## src/rtl/dr_half_latch_pkg.sv

```systemverilog
package dr_half_latch_pkg;

    typedef struct packed {
        logic t;
        logic f;
    } dr_pair_t;

    // Next state of a two-input C-element: follow when inputs agree, else hold
    function automatic logic celem2(input logic a, input logic b, input logic q);
        return (a & b) | (q & (a | b));
    endfunction

endpackage

```

## src/rtl/dr_rail_store.sv

```systemverilog
module dr_rail_store
    import dr_half_latch_pkg::*;
(
    input  logic clk,
    input  logic rst_n,
    input  logic in_t,
    input  logic in_f,
    input  logic gate,      // inverse of downstream acknowledge
    output logic st_t,
    output logic st_f,
    output logic full_d     // bit present after the coming edge
);

    dr_pair_t pair_d, pair_q;

    always_comb begin
        pair_d   = pair_q;
        pair_d.t = celem2(in_t, gate, pair_q.t);
        pair_d.f = celem2(in_f, gate, pair_q.f);
        full_d   = pair_d.t | pair_d.f;
    end

    always_ff @(posedge clk or negedge rst_n) begin
        if (!rst_n) pair_q <= '0;
        else        pair_q <= pair_d;
    end

    assign st_t = pair_q.t;
    assign st_f = pair_q.f;

endmodule

```

## src/rtl/dr_completion.sv

```systemverilog
module dr_completion #(
    parameter int WIDTH = 4
) (
    input  logic             clk,
    input  logic             rst_n,
    input  logic [WIDTH-1:0] full_d,
    output logic             done_q
);

    typedef struct packed {
        logic done;
    } cmp_state_t;

    cmp_state_t st_d, st_q;
    logic all_set, none_set;

    always_comb begin
        all_set  = &full_d;
        none_set = ~|full_d;
        st_d     = st_q;
        if (all_set)       st_d.done = 1'b1;
        else if (none_set) st_d.done = 1'b0;
    end

    always_ff @(posedge clk or negedge rst_n) begin
        if (!rst_n) st_q <= '0;
        else        st_q <= st_d;
    end

    assign done_q = st_q.done;

endmodule

```

## src/rtl/dr_half_latch.sv

```systemverilog
module dr_half_latch #(
    parameter int WIDTH = 4
) (
    input  logic             clk,
    input  logic             rst_n,
    input  logic [WIDTH-1:0] d_t,
    input  logic [WIDTH-1:0] d_f,
    output logic             up_ack,
    output logic [WIDTH-1:0] q_t,
    output logic [WIDTH-1:0] q_f,
    input  logic             dn_ack
);

    localparam int LAST = WIDTH - 1;

    logic             gate_n;
    logic [LAST:0]    full_d;

    assign gate_n = ~dn_ack;

    for (genvar i = 0; i < WIDTH; i++) begin : g_bit
        dr_rail_store u_store (
            .clk    (clk),
            .rst_n  (rst_n),
            .in_t   (d_t[i]),
            .in_f   (d_f[i]),
            .gate   (gate_n),
            .st_t   (q_t[i]),
            .st_f   (q_f[i]),
            .full_d (full_d[i])
        );
    end

    dr_completion #(.WIDTH(WIDTH)) u_cmp (
        .clk    (clk),
        .rst_n  (rst_n),
        .full_d (full_d),
        .done_q (up_ack)
    );

endmodule

```

## config.mk

```make
export PLATFORM = sky130hd
export DESIGN_NAME = dr_half_latch
export DESIGN_NICKNAME = d
export VERILOG_FILES = /design/src/rtl/dr_half_latch_pkg.sv /design/src/rtl/dr_rail_store.sv /design/src/rtl/dr_completion.sv /design/src/rtl/dr_half_latch.sv
export SDC_FILE = /design/constraint.sdc
export NUM_CORES = 1
export LEC_CHECK = 0
export BUFFER_PORTS_ARGS = -buffer_cell sky130_fd_sc_hd__buf_2
export CORE_AREA = 10 10 47 49
export CTS_CLUSTER_SIZE = 12
export DETAILED_ROUTE_END_ITERATION = 16
export DIE_AREA = 0 0 57 59
export GPL_TIMING_DRIVEN = 0
export HOLD_SLACK_MARGIN = 0.06
export PLACE_DENSITY_LB_ADDON = 0.05
export SKIP_CTS_REPAIR_TIMING = 1
export SYNTH_ARGS = -nofsm -noshare
export SYNTH_HDL_FRONTEND = slang
export SYNTH_SLANG_ARGS = --single-unit
export TNS_END_PERCENT = 30
```

## constraint.sdc

```tcl
create_clock -name clk -period 1 [get_ports clk]
set_input_delay 0.1 -clock clk [delete_from_list [all_inputs] [get_ports clk]]
set_output_delay 0.1 -clock clk [all_outputs]
set_load 0.005 [all_outputs]
```

-- Word level (Yosys, flattened, before mapping)
Index checks and enable logic that the tools add are counted.
- register bits after elaboration: 9
- input port bits: 11
- output and inout bits: 9
- word-level logic and storage cells: 51
- eq/ne operators: 1
- muxes and demuxes: 2
- bitwise operators: 37
- reductions and logical operators: 2
- operators with widths (operator ; count):
    1-bit bitwise OR ; 20
    1-bit AND ; 16
    4-bit AND reduction ; 1
    4-bit OR reduction ; 1
    1-bit two-way mux ; 2
    2-bit by 1-bit inequality test with 1-bit output, second input constant ; 1
    1-bit NOT ; 1

-- Depth between registers and ports, before layout
Gate-level depths: netlist (run 1).
- word-level depth: 8
- mapped depth: 5
- depth with buffers taken out: 4

-- By module
Synthesis (run 1) repeated with hierarchy kept, for this count alone.
- cell total of the unflattened synthesis: 45
- area total of the unflattened synthesis: 425.4 µm²
- by module, submodules not included (module ; instances ; cells each ; area an instance (µm²) ; sequential area each (µm²)):
    dr_rail_store ; 4 ; 10 ; 92.6 ; 50.0
    dr_completion ; 1 ; 4 ; 51.3 ; 25.0
    dr_half_latch ; 1 ; 1 ; 3.8 ; 0.0

-- Worst setup path after synthesis (run 1)
OpenSTA, ideal clock, no wires.
- path kind: flip-flop to flip-flop
- start point: reg g_bit[0].u_store.pair_q (netlist bit g_bit[0].u_store.st_f)
- end point: reg u_cmp.st_q (netlist: u_cmp.done_q)
- setup time: 0.129 ns
- data arrival time: 0.853 ns
- data required time: 0.871 ns
- path slack: 0.018 ns
- stages on the path, launching flop included: 5
- buffers on the path: 0
- clock period less this slack: 0.982 ns
- cell sequence: dfrtp_1 > nor2_1 > a32oi_1 > o31ai_1 > o21ai_1
- cells in the longest elaborated chain, start to end: 5
- elaborated cells between the ends (all ways): 7
- classes of those cells: eq/ne (1); mux (1); bitwise (3); reduce/logical (2)
- RTL lines (what ; RTL line ; source):
    start: declaration ; dr_rail_store.sv:14 ; dr_pair_t pair_d, pair_q;
    start signal: assignment ; dr_rail_store.sv:25 ; else pair_q <= pair_d;
    1-bit AND * ; dr_half_latch_pkg.sv:10 ; return (a & b) | (q & (a | b));
    1-bit bitwise OR * ; dr_half_latch_pkg.sv:10 ;
    1-bit bitwise OR * ; dr_rail_store.sv:20 ; full_d = pair_d.t | pair_d.f;
    4-bit OR reduction / 4-bit AND reduction (equally long branches) ; dr_completion.sv:19, dr_completion.sv:18 ;
    2-bit by 1-bit inequality test with 1-bit output (no source line) / 1-bit two-way mux (equally long branches) ; -- ;
    end signal: assignment ; dr_completion.sv:27 ; else st_q <= st_d;
    end: declaration ; dr_completion.sv:14 ; cmp_state_t st_d, st_q;
Mark *: on every way between the ends. The rest lies on a longest branch, timed or not.
A chain may end at the register's enable or synchronous reset.

-- Worst setup path in the final report (run 1)
- start point: reg g_bit[1].u_store.pair_q (netlist bit g_bit[1].u_store.st_f)
- end point: reg u_cmp.st_q (netlist: u_cmp.done_q)
- cells in the longest elaborated chain, start to end: 5
- elaborated cells between the ends (all ways): 7
- classes of those cells: eq/ne (1); mux (1); bitwise (3); reduce/logical (2)
- RTL lines (what ; RTL line):
    start: declaration ; dr_rail_store.sv:14
    start signal: assignment ; dr_rail_store.sv:25
    1-bit AND * ; dr_half_latch_pkg.sv:10
    1-bit bitwise OR * ; dr_half_latch_pkg.sv:10
    1-bit bitwise OR * ; dr_rail_store.sv:20
    4-bit OR reduction / 4-bit AND reduction (equally long branches) ; dr_completion.sv:19, dr_completion.sv:18
    2-bit by 1-bit inequality test with 1-bit output (no source line) / 1-bit two-way mux (equally long branches) ; --
Marks and branches as above.

==> impl_metrics.yaml, run 1 <==
status:
  status: "complete, but fails checks"
  violations: "negative setup slack"
critical_path:
  start_kind: "flip-flop"
  crit_chain: "nand2_1, a32oi_1, o31ai_1, o21ai_1"
  r2r_setup_slack_ns: -0.08
  crit_type: "reg -> reg"
  rr_worst_depth: 4
  reg2reg_from: "g_bit[1].u_store.st_f$_DFF_PN0_"
  slowest_delay_ns: 0.41
  r2r-end: "u_cmp.done_q$_DFFE_PN0P_"
  slowest_stage: "dfrtp_1"
  path_max_fanout: 3
  critPathArrivalTime_ns: 1.21
  crit_required_ns: 1.14
  cp-end-kind: "flip-flop"
logic_synthesis:
  ys.flop_type: "dfrtp_1"
  syn_area_um2: 454
  yosysUniqueCellTypes: 13
  async_reset_ff_frac: 1.00
  synth_top_area_frac: 0.496
  synth_edf_count: 0
  synth_area_per_cell_um2: 9.87
  synth_common_cells: "9 x dfrtp_1, 8 x buf_4, 7 x nor2_1"
  synth_area_leaders: "dfrtp_1 50%, buf_4 13%, nor2_1 5.8%"
  synthCells: 46
  yosys_warnings: 0
  synth_fp_nets: 57
  ys_ff_latch: 9
  synthMostInstantiatedCell: "dfrtp_1"
  ys_seq_area_frac: 0.496
  synth_largest_area_cell: "dfrtp_1"
timing:
  fin_skew_ns: 0.00398
  finalWorstSetupSlack_ns: -0.0791
  fin_crit_ns: 1.08
  maxSlewViolCount: 0
  whs_ns: 0.0828
  worst_pin_slew_ns: 0.227
  fmax_ghz: 0.927
  hold_viol_final: 0
  period_share: 1.08
  relSlewSlack: 0.849
  setup_tns_ns: -0.157
  rsz0062_at_grt: "true"
  setup_viol: 5
cts:
  cts_buffers: 3
  clockRootBuffer: "clkbuf_4"
  cts_tree: "yes"
  htree_levels: 1
  clk_latency_ns: 0.26
  clk_pin_slew_worst_paths_ns: 0.06
  cts.sinks: 9
  cts_buffer_depth: 2
grt:
  antenna_found_initial: 0
  grt_overflow: 0
  grt_pass1_vias: 388
  grt_util_all_layers: 0.0663
  grt_pass1_wl_um: 1700
  grt_max_degree: 10
placed_design:
  dpl_cell_area_um2: 564
  dp_slack_ns: -0.0641
  io_buffers: 18
  place.gp.congestion: 0.629
power_and_ir_drop:
  power_leakage_nw: 0.297
  power_density_nw_per_um2: 1460
  ir_drop_mv: 0.701
layout:
  regArea_um2: 225
  diodes: 0
  drive_above_1_share: 0.571
  num-nets-final: 82
  syn_to_final_growth_pct: 39.4
  finalInstanceArea_um2: 633
  multi_input_area_um2: 170
  fillers: 153
route:
  finalWirelength_um: 1100
  initialDrtViolationCount: 1
  firstDrtPassIters: 4
  met1_length_um: 446
  drc: 0
  viasPerCell: 4.65
  wl_per_cell_um: 12.8
  vias: 400
  ant_nets: 0
  top_layer: "met4"
  met2_length_um: 524
  wl_met3_um: 114
floorplanning:
  coreArea_um2: 1400
  num_rows: 14
  die_x_um: 57
  ios: 20
  dieArea_um2: 3360
  start_util: 0.324
  fp.dieH_um: 59
worst_hold_path:
  hold-path-endpoint: "g_bit[0].u_store.st_f$_DFF_PN0_"
  worstHoldPathType: "in -> reg"
  min_from: "dn_ack"
  hold_depth: 2
run:
  max-cap-violations: 0
[worst max-delay path, delay by kind of cell (launching register included)]
| family | cells | cell delay [ns] |
|---|---|---|
| and+or+nand+nor | 1 | 0.09 |
| DFF | 1 | 0.41 |
| AOI/OAI and AO/OA | 3 | 0.46 |
[metrics by stage]
step	instances	power [mW]	util
6_report	86	0.926	0.452
5_1_grt	86	0.992	0.452
4_1_cts	84	0.916	0.421
3_5_place_dp	80	0.625	0.403
3_3_place_gp	80	0.622	0.403
2_1_floorplan	46	0.545	-
[cell families (layout without fill, tap and decap cells)]
family / Yosys count / count (layout) / share of synthesized area
DFF: 9 / 9 / 0.496
AOI/OAI and AO/OA: 11 / 11 / 0.154
adders and majority gates: 3 / 3 / 0.0716
buffers and inverters: 10 / 34 / 0.171
and+or+nand+nor: 13 / 13 / 0.107
[flip-flops by register name, summed over array words and instances (netlist names)]
name / flops
u_cmp.done_q: 1
g_bit.u_store.st_f: 4
g_bit.u_store.st_t: 4
[how the worst max path moves through the flow]
stage | start | end | slack [ns]
2_1_floorplan | g_bit[0].u_store.st_f$_DFF_PN0_ | u_cmp.done_q$_DFFE_PN0P_ | 0.02
6_report | g_bit[1].u_store.st_f$_DFF_PN0_ | u_cmp.done_q$_DFFE_PN0P_ | -0.08
3_5_place_dp | g_bit[0].u_store.st_f$_DFF_PN0_ | u_cmp.done_q$_DFFE_PN0P_ | -0.06
5_1_grt | g_bit[1].u_store.st_t$_DFF_PN0_ | u_cmp.done_q$_DFFE_PN0P_ | -0.16
3_3_place_gp | g_bit[2].u_store.st_t$_DFF_PN0_ | u_cmp.done_q$_DFFE_PN0P_ | -0.06
4_1_cts | g_bit[0].u_store.st_f$_DFF_PN0_ | u_cmp.done_q$_DFFE_PN0P_ | -0.09
[routing by layer]
layer,GRT usage,vias up
li1,-,200
met1,0.0681,184
met2,0.0961,14
met3,0.0408,2
met4,0.0503,0
met5,0,-
[placed cells by master (no fill, tap or decap)]
cell            n
a31oi_1         1
a32oi_1         2
a32oi_2         1
buf_2          17
buf_4           9
buf_6           2
clkbuf_1        1
clkbuf_4        3
dfrtp_1         9
dlygate4sd3_1   1
inv_4           1
maj3_2          3
nand2_1         5
nand2_2         1
nor2_1          4
nor2_2          3
o21ai_0         5
o21ai_1         1
o31ai_1         1
[layout make-up]
| cell class | count | area share |
|---|---|---|
| buffer | 9 | 0.113 |
| sequential | 9 | 0.356 |
| tap | 16 | 0.0316 |
| clock buffer | 4 | 0.0415 |
| inverter | 1 | 0.00988 |
| timing repair buffer | 20 | 0.180 |
| multi-input combinational | 27 | 0.269 |
[power by group]
| part | switching (mW) | leakage [nW] | internal [mW] |
|---|---|---|---|
| clock | 0.130 | 0.0150 | 0.154 |
| sequential | 0.0286 | 0.101 | 0.399 |
| combinational | 0.0895 | 0.181 | 0.126 |
| total | 0.248 | 0.297 | 0.679 |
No activity file was read; power rests on OpenSTA's default activity.
==> inputs of run 2 (changes only) <==
--- a/config.mk
+++ b/config.mk
@@ -12,7 +12,7 @@
 export DIE_AREA = 0 0 57 59
 export GPL_TIMING_DRIVEN = 0
 export HOLD_SLACK_MARGIN = 0.06
-export PLACE_DENSITY_LB_ADDON = 0.05
+export PLACE_DENSITY = 0.72
 export SKIP_CTS_REPAIR_TIMING = 1
 export SYNTH_ARGS = -nofsm -noshare
 export SYNTH_HDL_FRONTEND = slang
==> constraint.sdc (replaced) <==
create_clock -name clk -period 1 [get_ports clk]
set_input_delay 0.2 -clock clk [delete_from_list [all_inputs] [get_ports clk]]
set_output_delay 0.2 -clock clk [all_outputs]
set_load 0.005 [all_outputs]
==> impl_metrics.yaml, run 2 (synthesized netlist as in run 1, its figures left out) <==
grt:
  antenna_found_initial: 0
  grt_pass1_vias: 395
  grt_max_degree: 10
  grt_util_all_layers: 0.0618
  grt_overflow: 0
  grt_pass1_wl_um: 1630
floorplanning:
  start_util: 0.324
  coreArea_um2: 1400
  ios: 20
  fp.dieH_um: 59
  dieArea_um2: 3360
  num_rows: 14
  die_x_um: 57
route:
  ant_nets: 0
  vias: 399
  firstDrtPassIters: 4
  viasPerCell: 4.69
  drc: 0
  wl_per_cell_um: 11.9
  finalWirelength_um: 1020
  initialDrtViolationCount: 4
critical_path:
  slowest_delay_ns: 0.40
  crit_chain: "buf_4, buf_2"
  crit_type: "reg -> out"
  reg2reg_from: "g_bit[1].u_store.st_f$_DFF_PN0_"
  crit_required_ns: 0.80
  start_kind: "flip-flop"
  cp-end-kind: "output port"
  r2r_setup_slack_ns: -0.06
  rr_worst_depth: 4
  slowest_stage: "dfrtp_1"
  r2r-end: "u_cmp.done_q$_DFFE_PN0P_"
  critPathArrivalTime_ns: 0.91
  path_max_fanout: 3
layout:
  postLayoutCoreUtil: 0.448
  finalNonFillerCells: 85
  layout_common_cells: "16 x buf_2, 9 x dfrtp_1, 6 x nand2_1, 6 x buf_4"
  num-nets-final: 81
  multi_input_area_um2: 159
  diodes: 0
  fillers: 161
  regArea_um2: 225
  final_common_cell: "buf_2"
  drive_above_1_share: 0.522
  syn_to_final_growth_pct: 38.3
power_and_ir_drop:
  power_density_nw_per_um2: 1480
  power_leakage_nw: 0.294
  power_mw: 0.927
  ir_drop_mv: 0.642
run:
  max-cap-violations: 0
worst_hold_path:
  min_from: "dn_ack"
  hold-path-endpoint: "g_bit[0].u_store.st_t$_DFF_PN0_"
  worstHoldPathType: "in -> reg"
  hold_depth: 2
cts:
  cts_buffer_depth: 2
  clockRootBuffer: "clkbuf_4"
  cts_buffers: 3
  cts.sinks: 9
  cts_tree: "yes"
  htree_levels: 1
  clk_latency_ns: 0.26
  clk_pin_slew_worst_paths_ns: 0.06
timing:
  period_share: 1.11
  setup_viol: 9
  finalWorstSetupSlack_ns: -0.115
  fin_skew_ns: 0.00347
  hold_viol_final: 0
  maxSlewViolCount: 0
  worst_pin_slew_ns: 0.232
  fin_crit_ns: 1.11
  rsz0062_at_grt: "true"
  fmax_ghz: 0.897
  relSlewSlack: 0.845
status:
  violations: "negative setup slack"
  status: "complete, but fails checks"
placed_design:
  place_inst: 80
  place.gp.congestion: 0.660
  io_buffers: 18
  place_hpwl_um: 779
-- run 2: changes by cell type in the layout (fill, tap and decap cells not counted), sizes merged --
cell / change
buf: -1
-- run 2: metrics by stage --
stage	area (um2)	hold WS [ns]	setup WS [ns]	setup TNS (ns)
6_report	628	0.169	-0.115	-0.876
2_1_floorplan	454	-0.0956	0.0180	0
3_3_place_gp	564	0.0612	-0.0356	-0.0356
4_1_cts	591	-0.220	-0.129	-0.977
5_1_grt	628	0.169	-0.155	-1.30
3_5_place_dp	564	0.0677	-0.0721	-0.0721
-- run 2: area by class of cell --
class	instances	share of cell area
plain buffers	9	0.125
clock buffers	4	0.0418
inverters	1	0.00996
multi-input cells	27	0.253
flip-flops and latches	9	0.359
well taps	16	0.0319
repair buffers	19	0.179
-- run 2: worst max-delay path by stage --
stage	start	cells after the start	slack, ns	endpoint
floorplan	g_bit[0].u_store.st_f$_DFF_PN0_	4	0.02	u_cmp.done_q$_DFFE_PN0P_
CTS	g_bit[1].u_store.st_t$_DFF_PN0_	2	-0.13	q_t[1]
finish	g_bit[2].u_store.st_f$_DFF_PN0_	2	-0.11	q_f[2]
detailed placement	g_bit[2].u_store.st_t$_DFF_PN0_	4	-0.07	u_cmp.done_q$_DFFE_PN0P_
global route	g_bit[0].u_store.st_t$_DFF_PN0_	4	-0.15	u_cmp.done_q$_DFFE_PN0P_
global placement	g_bit[0].u_store.st_f$_DFF_PN0_	4	-0.04	u_cmp.done_q$_DFFE_PN0P_
-- run 2: power by group --
group          total [mW]  leakage (nW)  switching [mW]  internal, mW
sequential          0.428         0.101          0.0293         0.399
combinational       0.210         0.178          0.0831         0.127
clock               0.288        0.0150           0.134         0.154
-- run 2: routing by layer --
metal	vias up	share of wire	global-route usage
met5	-	0	0
met4	0	0.012	0.0403
met3	2	0.14	0.0429
met2	15	0.46	0.0884
met1	182	0.38	0.0641
li1	200	-	-
-- run 2: worst max-delay path: cells and delay by family, from the launching register on --
kind | cells | cell delay, ns
flip-flops | 1 | 0.40
buffers and inverters | 2 | 0.24
